## src/rtl/vt_pkg.sv

```systemverilog
`timescale 1ns/1ps
// Package: default timing figures shared by the timer and its submodules.
// Assumes a 16 MHz tick; all values are counts of ticks or lines.
package vt_pkg;
    localparam int DEF_SYNC_TICKS   = 76;
    localparam int DEF_BPORCH_TICKS = 76;
    localparam int DEF_ACTIVE_TICKS = 720;
    localparam int DEF_FPORCH_TICKS = 73;
    localparam int DEF_DATA_LINES   = 242;
    localparam int DEF_VBPRE_LINES  = 3;
    localparam int DEF_VSYNC_LINES  = 3;
    localparam int DEF_VBPOST_LINES = 14;
endpackage

```

## src/rtl/vt_hcount.sv

```systemverilog
`timescale 1ns/1ps
// Module: horizontal tick counter.
// Counts 0..LINE_TICKS-1 and flags the last tick of each line.
// Assumes a synchronous active-low reset and one tick per clock.
module vt_hcount #(
    parameter  int LINE_TICKS = 945,
    localparam int TW         = $clog2(LINE_TICKS)
) (
    input  logic          clk,
    input  logic          rst_n,
    output logic [TW-1:0] tick,
    output logic          line_end
);
    localparam logic [TW-1:0] LAST = TW'(LINE_TICKS - 1);

    // Last tick of the line.
    assign line_end = (tick == LAST);

    // Advance the tick count, wrapping at the end of the line.
    always_ff @(posedge clk) begin
        if (!rst_n)        tick <= '0;
        else if (line_end) tick <= '0;
        else               tick <= tick + 1'b1;
    end

    AST_TICK_WRAP: assert property (@(posedge clk) disable iff (!rst_n)
        line_end |=> (tick == '0));
    AST_TICK_STEP: assert property (@(posedge clk) disable iff (!rst_n)
        !line_end |=> (tick == $past(tick) + 1'b1));
    AST_TICK_RANGE: assert property (@(posedge clk) disable iff (!rst_n)
        tick <= LAST);
endmodule

```

## src/rtl/vt_vcount.sv

```systemverilog
`timescale 1ns/1ps
// Module: vertical line counter.
// Advances once per line on line_end and wraps after FRAME_LINES-1.
// Assumes line_end is a one-tick pulse from the horizontal counter.
module vt_vcount #(
    parameter  int FRAME_LINES = 262,
    localparam int LW          = $clog2(FRAME_LINES)
) (
    input  logic          clk,
    input  logic          rst_n,
    input  logic          line_end,
    output logic [LW-1:0] line
);
    localparam logic [LW-1:0] LAST = LW'(FRAME_LINES - 1);

    // Step the line count at each line end, wrapping at frame end.
    always_ff @(posedge clk) begin
        if (!rst_n)                      line <= '0;
        else if (line_end && line == LAST) line <= '0;
        else if (line_end)               line <= line + 1'b1;
    end

    AST_LINE_WRAP: assert property (@(posedge clk) disable iff (!rst_n)
        (line_end && line == LAST) |=> (line == '0));
    AST_LINE_HOLD: assert property (@(posedge clk) disable iff (!rst_n)
        !line_end |=> $stable(line));
    AST_LINE_RANGE: assert property (@(posedge clk) disable iff (!rst_n)
        line <= LAST);
endmodule

```

## src/rtl/vt_decode.sv

```systemverilog
`timescale 1ns/1ps
// Module: window decoder.
// Turns tick and line positions into sync, burst, blank, active and
// refill windows. Pure decode; clk and rst_n only time the assertions.
// Assumes the line is laid out as sync, back porch, data, front porch,
// and the frame as data lines, pre-blank, vsync lines, post-blank.
module vt_decode #(
    parameter int SYNC_TICKS   = 76,
    parameter int BPORCH_TICKS = 76,
    parameter int ACTIVE_TICKS = 720,
    parameter int DATA_LINES   = 242,
    parameter int VBPRE_LINES  = 3,
    parameter int VSYNC_LINES  = 3,
    parameter int TW           = 10,
    parameter int LW           = 9
) (
    input  logic          clk,
    input  logic          rst_n,
    input  logic [TW-1:0] tick,
    input  logic [LW-1:0] line,
    output logic          csync,
    output logic          burst_en,
    output logic          blank,
    output logic          active,
    output logic          refill,
    output logic          frame_start
);
    localparam logic [TW-1:0] BURST_BEG = TW'(SYNC_TICKS);
    localparam logic [TW-1:0] DATA_BEG  = TW'(SYNC_TICKS + BPORCH_TICKS);
    localparam logic [TW-1:0] DATA_END  = TW'(SYNC_TICKS + BPORCH_TICKS + ACTIVE_TICKS);
    localparam logic [LW-1:0] PIC_END   = LW'(DATA_LINES);
    localparam logic [LW-1:0] VS_BEG    = LW'(DATA_LINES + VBPRE_LINES);
    localparam logic [LW-1:0] VS_END    = LW'(DATA_LINES + VBPRE_LINES + VSYNC_LINES);

    logic in_sync, in_burst, in_data, pic_line, vs_line;

    // Horizontal region flags.
    always_comb begin
        in_sync  = (tick < BURST_BEG);
        in_burst = (tick >= BURST_BEG) && (tick < DATA_BEG);
        in_data  = (tick >= DATA_BEG) && (tick < DATA_END);
    end

    // Vertical region flags.
    always_comb begin
        pic_line = (line < PIC_END);
        vs_line  = (line >= VS_BEG) && (line < VS_END);
    end

    // Combine regions into the output windows.
    always_comb begin
        csync       = in_sync ^ vs_line;
        burst_en    = in_burst && !vs_line;
        active      = pic_line && in_data;
        blank       = !active;
        refill      = pic_line && !in_data;
        frame_start = (tick == '0) && (line == '0);
    end

    AST_ACT_REFILL_EXCL: assert property (@(posedge clk) disable iff (!rst_n)
        !(active && refill));
    AST_ACTIVE_ENDS: assert property (@(posedge clk) disable iff (!rst_n)
        $fell(active) |-> (tick == DATA_END));
    AST_BURST_AFTER_SYNC: assert property (@(posedge clk) disable iff (!rst_n)
        $rose(burst_en) |-> $fell(csync));
endmodule

```

## src/rtl/vid_line_frame_timer.sv

```systemverilog
`timescale 1ns/1ps
// Module: composite video line and frame timer (top).
// Chains the tick counter, the line counter and the window decoder.
// Assumes one clock per tick; outputs are decoded from registered counts.
module vid_line_frame_timer #(
    parameter  int SYNC_TICKS   = vt_pkg::DEF_SYNC_TICKS,
    parameter  int BPORCH_TICKS = vt_pkg::DEF_BPORCH_TICKS,
    parameter  int ACTIVE_TICKS = vt_pkg::DEF_ACTIVE_TICKS,
    parameter  int FPORCH_TICKS = vt_pkg::DEF_FPORCH_TICKS,
    parameter  int DATA_LINES   = vt_pkg::DEF_DATA_LINES,
    parameter  int VBPRE_LINES  = vt_pkg::DEF_VBPRE_LINES,
    parameter  int VSYNC_LINES  = vt_pkg::DEF_VSYNC_LINES,
    parameter  int VBPOST_LINES = vt_pkg::DEF_VBPOST_LINES,
    localparam int LINE_TICKS   = SYNC_TICKS + BPORCH_TICKS + ACTIVE_TICKS + FPORCH_TICKS,
    localparam int FRAME_LINES  = DATA_LINES + VBPRE_LINES + VSYNC_LINES + VBPOST_LINES,
    localparam int TW           = $clog2(LINE_TICKS),
    localparam int LW           = $clog2(FRAME_LINES)
) (
    input  logic          clk,
    input  logic          rst_n,
    output logic          csync,
    output logic          burst_en,
    output logic          blank,
    output logic          active,
    output logic          refill,
    output logic          frame_start,
    output logic [TW-1:0] tick_cnt,
    output logic [LW-1:0] line_cnt
);
    logic line_end;

    vt_hcount #(.LINE_TICKS(LINE_TICKS)) u_hcount (
        .clk(clk), .rst_n(rst_n), .tick(tick_cnt), .line_end(line_end)
    );

    vt_vcount #(.FRAME_LINES(FRAME_LINES)) u_vcount (
        .clk(clk), .rst_n(rst_n), .line_end(line_end), .line(line_cnt)
    );

    vt_decode #(
        .SYNC_TICKS(SYNC_TICKS), .BPORCH_TICKS(BPORCH_TICKS),
        .ACTIVE_TICKS(ACTIVE_TICKS), .DATA_LINES(DATA_LINES),
        .VBPRE_LINES(VBPRE_LINES), .VSYNC_LINES(VSYNC_LINES),
        .TW(TW), .LW(LW)
    ) u_decode (
        .clk(clk), .rst_n(rst_n), .tick(tick_cnt), .line(line_cnt),
        .csync(csync), .burst_en(burst_en), .blank(blank),
        .active(active), .refill(refill), .frame_start(frame_start)
    );

    AST_FS_SINGLE: assert property (@(posedge clk) disable iff (!rst_n)
        frame_start |=> !frame_start);
endmodule

```

## config.mk

```make
export PLATFORM = sky130hd
export DESIGN_NAME = vid_line_frame_timer
export DESIGN_NICKNAME = d
export VERILOG_FILES = /design/src/rtl/vt_pkg.sv /design/src/rtl/vt_hcount.sv /design/src/rtl/vt_vcount.sv /design/src/rtl/vt_decode.sv /design/src/rtl/vid_line_frame_timer.sv
export SDC_FILE = /design/constraint.sdc
export NUM_CORES = 1
export LEC_CHECK = 0
export BUFFER_PORTS_ARGS = -buffer_cell sky130_fd_sc_hd__buf_2
export CAP_MARGIN = 20
export CORE_UTILIZATION = 30
export CTS_BUF_LIST = sky130_fd_sc_hd__clkbuf_8
export CTS_CLUSTER_DIAMETER = 60
export CTS_CLUSTER_SIZE = 8
export DETAILED_ROUTE_END_ITERATION = 8
export PLACE_DENSITY = 0.62
export SLEW_MARGIN = 20
export SYNTH_ARGS = -nofsm -noshare
export SYNTH_HDL_FRONTEND = slang
export SYNTH_SLANG_ARGS = --single-unit
```

## constraint.sdc

```tcl
create_clock -name clk -period 2.3 [get_ports clk]
set_input_delay 0.23 -clock clk [delete_from_list [all_inputs] [get_ports clk]]
set_output_delay 0.23 -clock clk [all_outputs]
set_load 0.05 [all_outputs]
```

* Yosys cells after proc, flatten, opt, wreduce, memory -nomap -nowiden
Cells that the tools add are included.
** Operators by class
- Add/sub/neg operators :: 2
- Bitwise gates (word level) :: 2
- $lt $le $gt $ge :: 8
- Equal/unequal tests :: 2
- Reduce and logical (&&, ||, !) cells :: 15
** Operators with widths (number)
- less-than comparator 9 x 8 -> 1 bit (second input constant) :: 2
- adder 10 x 1 -> 10 bit (second input constant) :: 1
- equality test 10 bit (second input constant) :: 1
- greater-or-equal comparator 10 x 7 -> 1 bit (second input constant) :: 1
- greater-or-equal comparator 10 x 8 -> 1 bit (second input constant) :: 1
- zero test 10 bit :: 1
- less-than comparator 10 bit (second input constant) :: 1
- less-than comparator 10 x 7 -> 1 bit (second input constant) :: 1
- less-than comparator 10 x 8 -> 1 bit (second input constant) :: 1
- adder 9 x 1 -> 9 bit (second input constant) :: 1
- equality test 9 bit (second input constant) :: 1
- greater-or-equal comparator 9 x 8 -> 1 bit (second input constant) :: 1
- zero test 9 bit :: 1
- logical AND 1 bit :: 8
- OR reduction 2 bit :: 2
- zero test 1 bit :: 3
- inverter 1 bit :: 1
- bitwise XOR 1 bit :: 1
** Storage, ports and cells
- Word-level logic and storage cells :: 31
- Output and inout bits :: 25
- Bits in registers :: 19

* Longest topological paths before layout
- Depth after elaboration :: 4
- Depth in mapped cells :: 7

* By module
From an unflattened synthesis, not the netlist that was laid out.
** Second synthesis, totals
- Cell total of the unflattened synthesis :: 130
- Area total of the unflattened synthesis :: 1097.3 um2
** By module, submodules not included
- vt_hcount :: seq. area each 200.2 um2, area each 491.7 um2, cells an instance 55, instances 1
- vt_vcount :: seq. area each 180.2 um2, area each 424.2 um2, cells an instance 45, instances 1
- vt_decode :: seq. area each 0.0 um2, area each 181.4 um2, cells an instance 30, instances 1

* Worst setup path after synthesis
No wires, ideal clock.
- Path kind :: register -> output
- From :: register u_vcount.line[1]
- To :: output burst_en
- Stages on the path, launching flop included :: 6
- Path slack :: -450 ps
- Required time :: 2070 ps
- Arrival time :: 2520 ps
- Cells stage by stage :: dfxtp_1 -> inv_1 -> ha_1 -> o311ai_0 -> nor2_1 -> nor3_1
** Between the ends
- Word-level cells in the longest chain between the ends :: 4
- Elaborated cells between the ends (all ways) :: 5
- Classes of those cells :: order compare (2); reduce/logical (3)
** Ends and longest elaborated chain
- start: declaration :: line vt_vcount.sv:12 : output logic [LW-1:0] line
- start signal: assignment :: line vt_vcount.sv:20 : else if (line_end) line <= line + 1'b1;
- greater-or-equal comparator 9 x 8 -> 1 bit / less-than comparator 9 x 8 -> 1 bit (equally long branches) :: line vt_decode.sv:47 : vs_line = (line >= VS_BEG) && (line < VS_END);
- logical AND 1 bit (*) :: line vt_decode.sv:47
- zero test 1 bit (*) :: line vt_decode.sv:53 : burst_en = in_burst && !vs_line;
- logical AND 1 bit (*) :: line vt_decode.sv:53
- end: declaration :: line vid_line_frame_timer.sv:22 : output logic burst_en,
Every way passes the cells marked *; elsewhere a longest branch is shown, timed or not.

* Final worst setup path
Ends and elaborated chain as after synthesis.

==> run metrics <==
Top Family by Delay on Critical Path=flip-flops; slew margin rel.=0.679; Post-Syn Nets=roughly 140; register area share after synthesis=0.354; # rows=21; vias in the first global route=900; worst hold slack=approximately 0.24 ns; Final Cycle Share=0.933; syn avg cell area=8.13 um2; Worst Hold Class=primary input to flip-flop; outcome=finished clean; Die W=61.8 um; Total GRT Usage=0.151; Root Driver=clkbuf_8; Setup Crit Path Kind=flip-flop to primary output; CTS tree=built; Die Y=about 62 um; cts bufs inserted=3; Max Slew Vio Count=0; Bufs and invs on worst path=2; crit-path max FO=8; reg-to-reg slack, setup=around 0.18 ns; clk_lat worst skew=~0.25 ns; Post-synth EDFFs=0; Critical Path End Type=primary output; startpoint types=flip-flop; commonest register cell after synthesis=dfxtp_1; CTS Sinks=19; hold_buf cts=0; Cell variety after synth=30; synth warn=0; Max Cap Viol=0; first-pass GRT wire length=between 4000 and 5000 um; Inserted Diodes=0; Final min period=2.15 ns; mux contribution to synthesized area=0.00932; Core Box Area=around 3400 um2; I/O Buffers=26; FF+latch count, synth=19; Critical Path Max Stage Delay=between 0.4 and 0.5 ns; via count=just over 1,000; Design Area, Final=1330 um2; Power Density=478 nW/um2; wire per inst=around 13 um; antenna violations before repair=0; largest net degree at the start of global routing=15; share of cells above drive strength 1=0.247; Cells after Synth=132; DRC violations left=0; worst-margin pin slew=0.477 ns; Synth Area in Adders=0.0583; Synth Area in Simple Gates=0.304; CP Cell Sequence=inv_1 > ha_1 > o311ai_0 > nor2_1 > nor3_2 > clkbuf_4; RSZ-0062 raised after global routing=no; setup TNS=0 ns; DRT Wirelength=between 2000 and 3000 um; Critical Path RT=2.07 ns; final setup violation count=0; DP HPWL=1970 um; Final ANT Viol Nets=0; CTS H-Tree Depth=1; GP Congestion=~0.85; DP Area=approximately 1300 um2; starting density of the core=0.317; XOR/XNOR share of the synthesized area=0.0979; Leak=approximately 0.56 nW; maximum clock rate=approximately 0.47 GHz; drt initial violations=between 40 and 50; Nets=between 150 and 200; WP data arrival=~1.9 ns; Setup Buffers After CTS=0; Core Util, Final=0.392; Synth Area in Compound Gates=0.122; First-pass DRT Iterations=4; Post-Syn Area=1070 um2; largest family of logic cells by synthesized area=simple AND/OR/NAND/NOR gates; slowest CP cell=dfxtp_1; Final Hold Vio Count=0; clock tree buffer depth=2; DR vias/cell=between 5 and 6; maximum vdd drop=between 0.3 and 0.4 mV; Area Overhead vs Synth=23.9%; I/O pins=27; Worst-path clk slew=0.07 ns; total grt overflow=0; clk_skew=0.000942 ns; Die Area=roughly 3800 um2; async set or reset register ratio after synthesis=0
## worst reg2reg max path, delay by kind of cell (launching register included)
kind,cells,cell delay [ns]
buf+inv,1,0.07
simple gates,3,1.36
flops,1,0.35
compound gates,1,0.15
fa+ha+maj,1,0.12
## final timing paths
check	from	end	depth (start not counted)
worst max register to register	u_hcount.tick[1]	u_vcount.line[6]	6
worst min register to register	u_hcount.tick[0]	u_hcount.tick[0]	1
worst min-delay path	rst_n	u_hcount.tick[3]	2
worst max-delay path	u_vcount.line[1]	burst_en	6
## cells in the final DEF (no fill, tap or decap), types with 2 or more instances in the layout
cell type and n:
nor3_2 2, a211o_1 3, nand4_1 3, and3_1 2, or4_1 6, and2_1 2, nand3_1 7, buf_4 2
o31ai_1 4, dfxtp_1 18, a21boi_0 2, a21oi_1 4, nor3_1 4, buf_2 25, clkbuf_8 3, inv_1 10
nor4_1 5, xnor2_1 10, ha_1 5, nand2_1 8, nor2_1 18
## Yosys cell counts (3+ instances only)
| cell | instances | area share |
|---|---|---|
| a211o_1 | 3 | 0.024 |
| nand2_1 | 8 | 0.028 |
| nand3_1 | 7 | 0.033 |
| nand4_1 | 3 | 0.017 |
| dfxtp_1 | 19 | 0.35 |
| inv_1 | 9 | 0.031 |
| o31ai_1 | 4 | 0.028 |
| xnor2_1 | 10 | 0.082 |
| a21oi_1 | 4 | 0.019 |
| clkbuf_1 | 5 | 0.017 |
| nor4_1 | 5 | 0.029 |
| nor3_1 | 7 | 0.033 |
| nor2_1 | 18 | 0.063 |
| or4_1 | 6 | 0.042 |
| ha_1 | 5 | 0.058 |
## power breakdown
group          switching [mW]  leakage [nW]  internal, mW
clock                   0.114        0.0269         0.119
combinational          0.0459         0.376        0.0189
sequential            0.00507         0.154         0.333
## cell type report
cell class	instances	area (um2)
clock buffer	3	41.3
sequential	19	382
timing repair buffer	28	148
fill	358	2060
multi-input combinational	98	664
inverter	9	33.8
clock inverter	1	3.75
tap	46	57.6
## logic make-up (layout without fill, tap and decap cells)
logic type | Yosys count | after routing
simple gates | 62 | 62
flops | 19 | 19
compound gates | 18 | 18
buf+inv | 15 | 41
xor+xnor | 12 | 12
fa+ha+maj | 5 | 5
mux | 1 | 1
## state kept, by name, summed over array words and instances, names as in the netlist
signal,cells
u_vcount.line,9
u_hcount.tick,10
## metal layers
metal	global-route usage	routed length, um
met1	0.192	1230
met2	0.255	1200
met3	0.0435	140
met4	0.0286	0
met5	0	0
## repair_timing
action                                 4_1_cts  5_1_grt
endpoints found under the hold margin        0        0
resized for setup                            0        2
setup endpoints to repair                    0        2
## stage by stage
stage | power (mW) | worst slack [ns] | cells
2_1_floorplan | 0.394 | -0.0710 | 132
3_3_place_gp | 0.410 | 0.218 | 200
3_5_place_dp | 0.410 | 0.141 | 200
4_1_cts | 0.640 | 0.104 | 204
5_1_grt | 0.660 | 0.0112 | 204
6_report | 0.636 | 0.155 | 204
No activity file was read; power rests on OpenSTA's default activity.
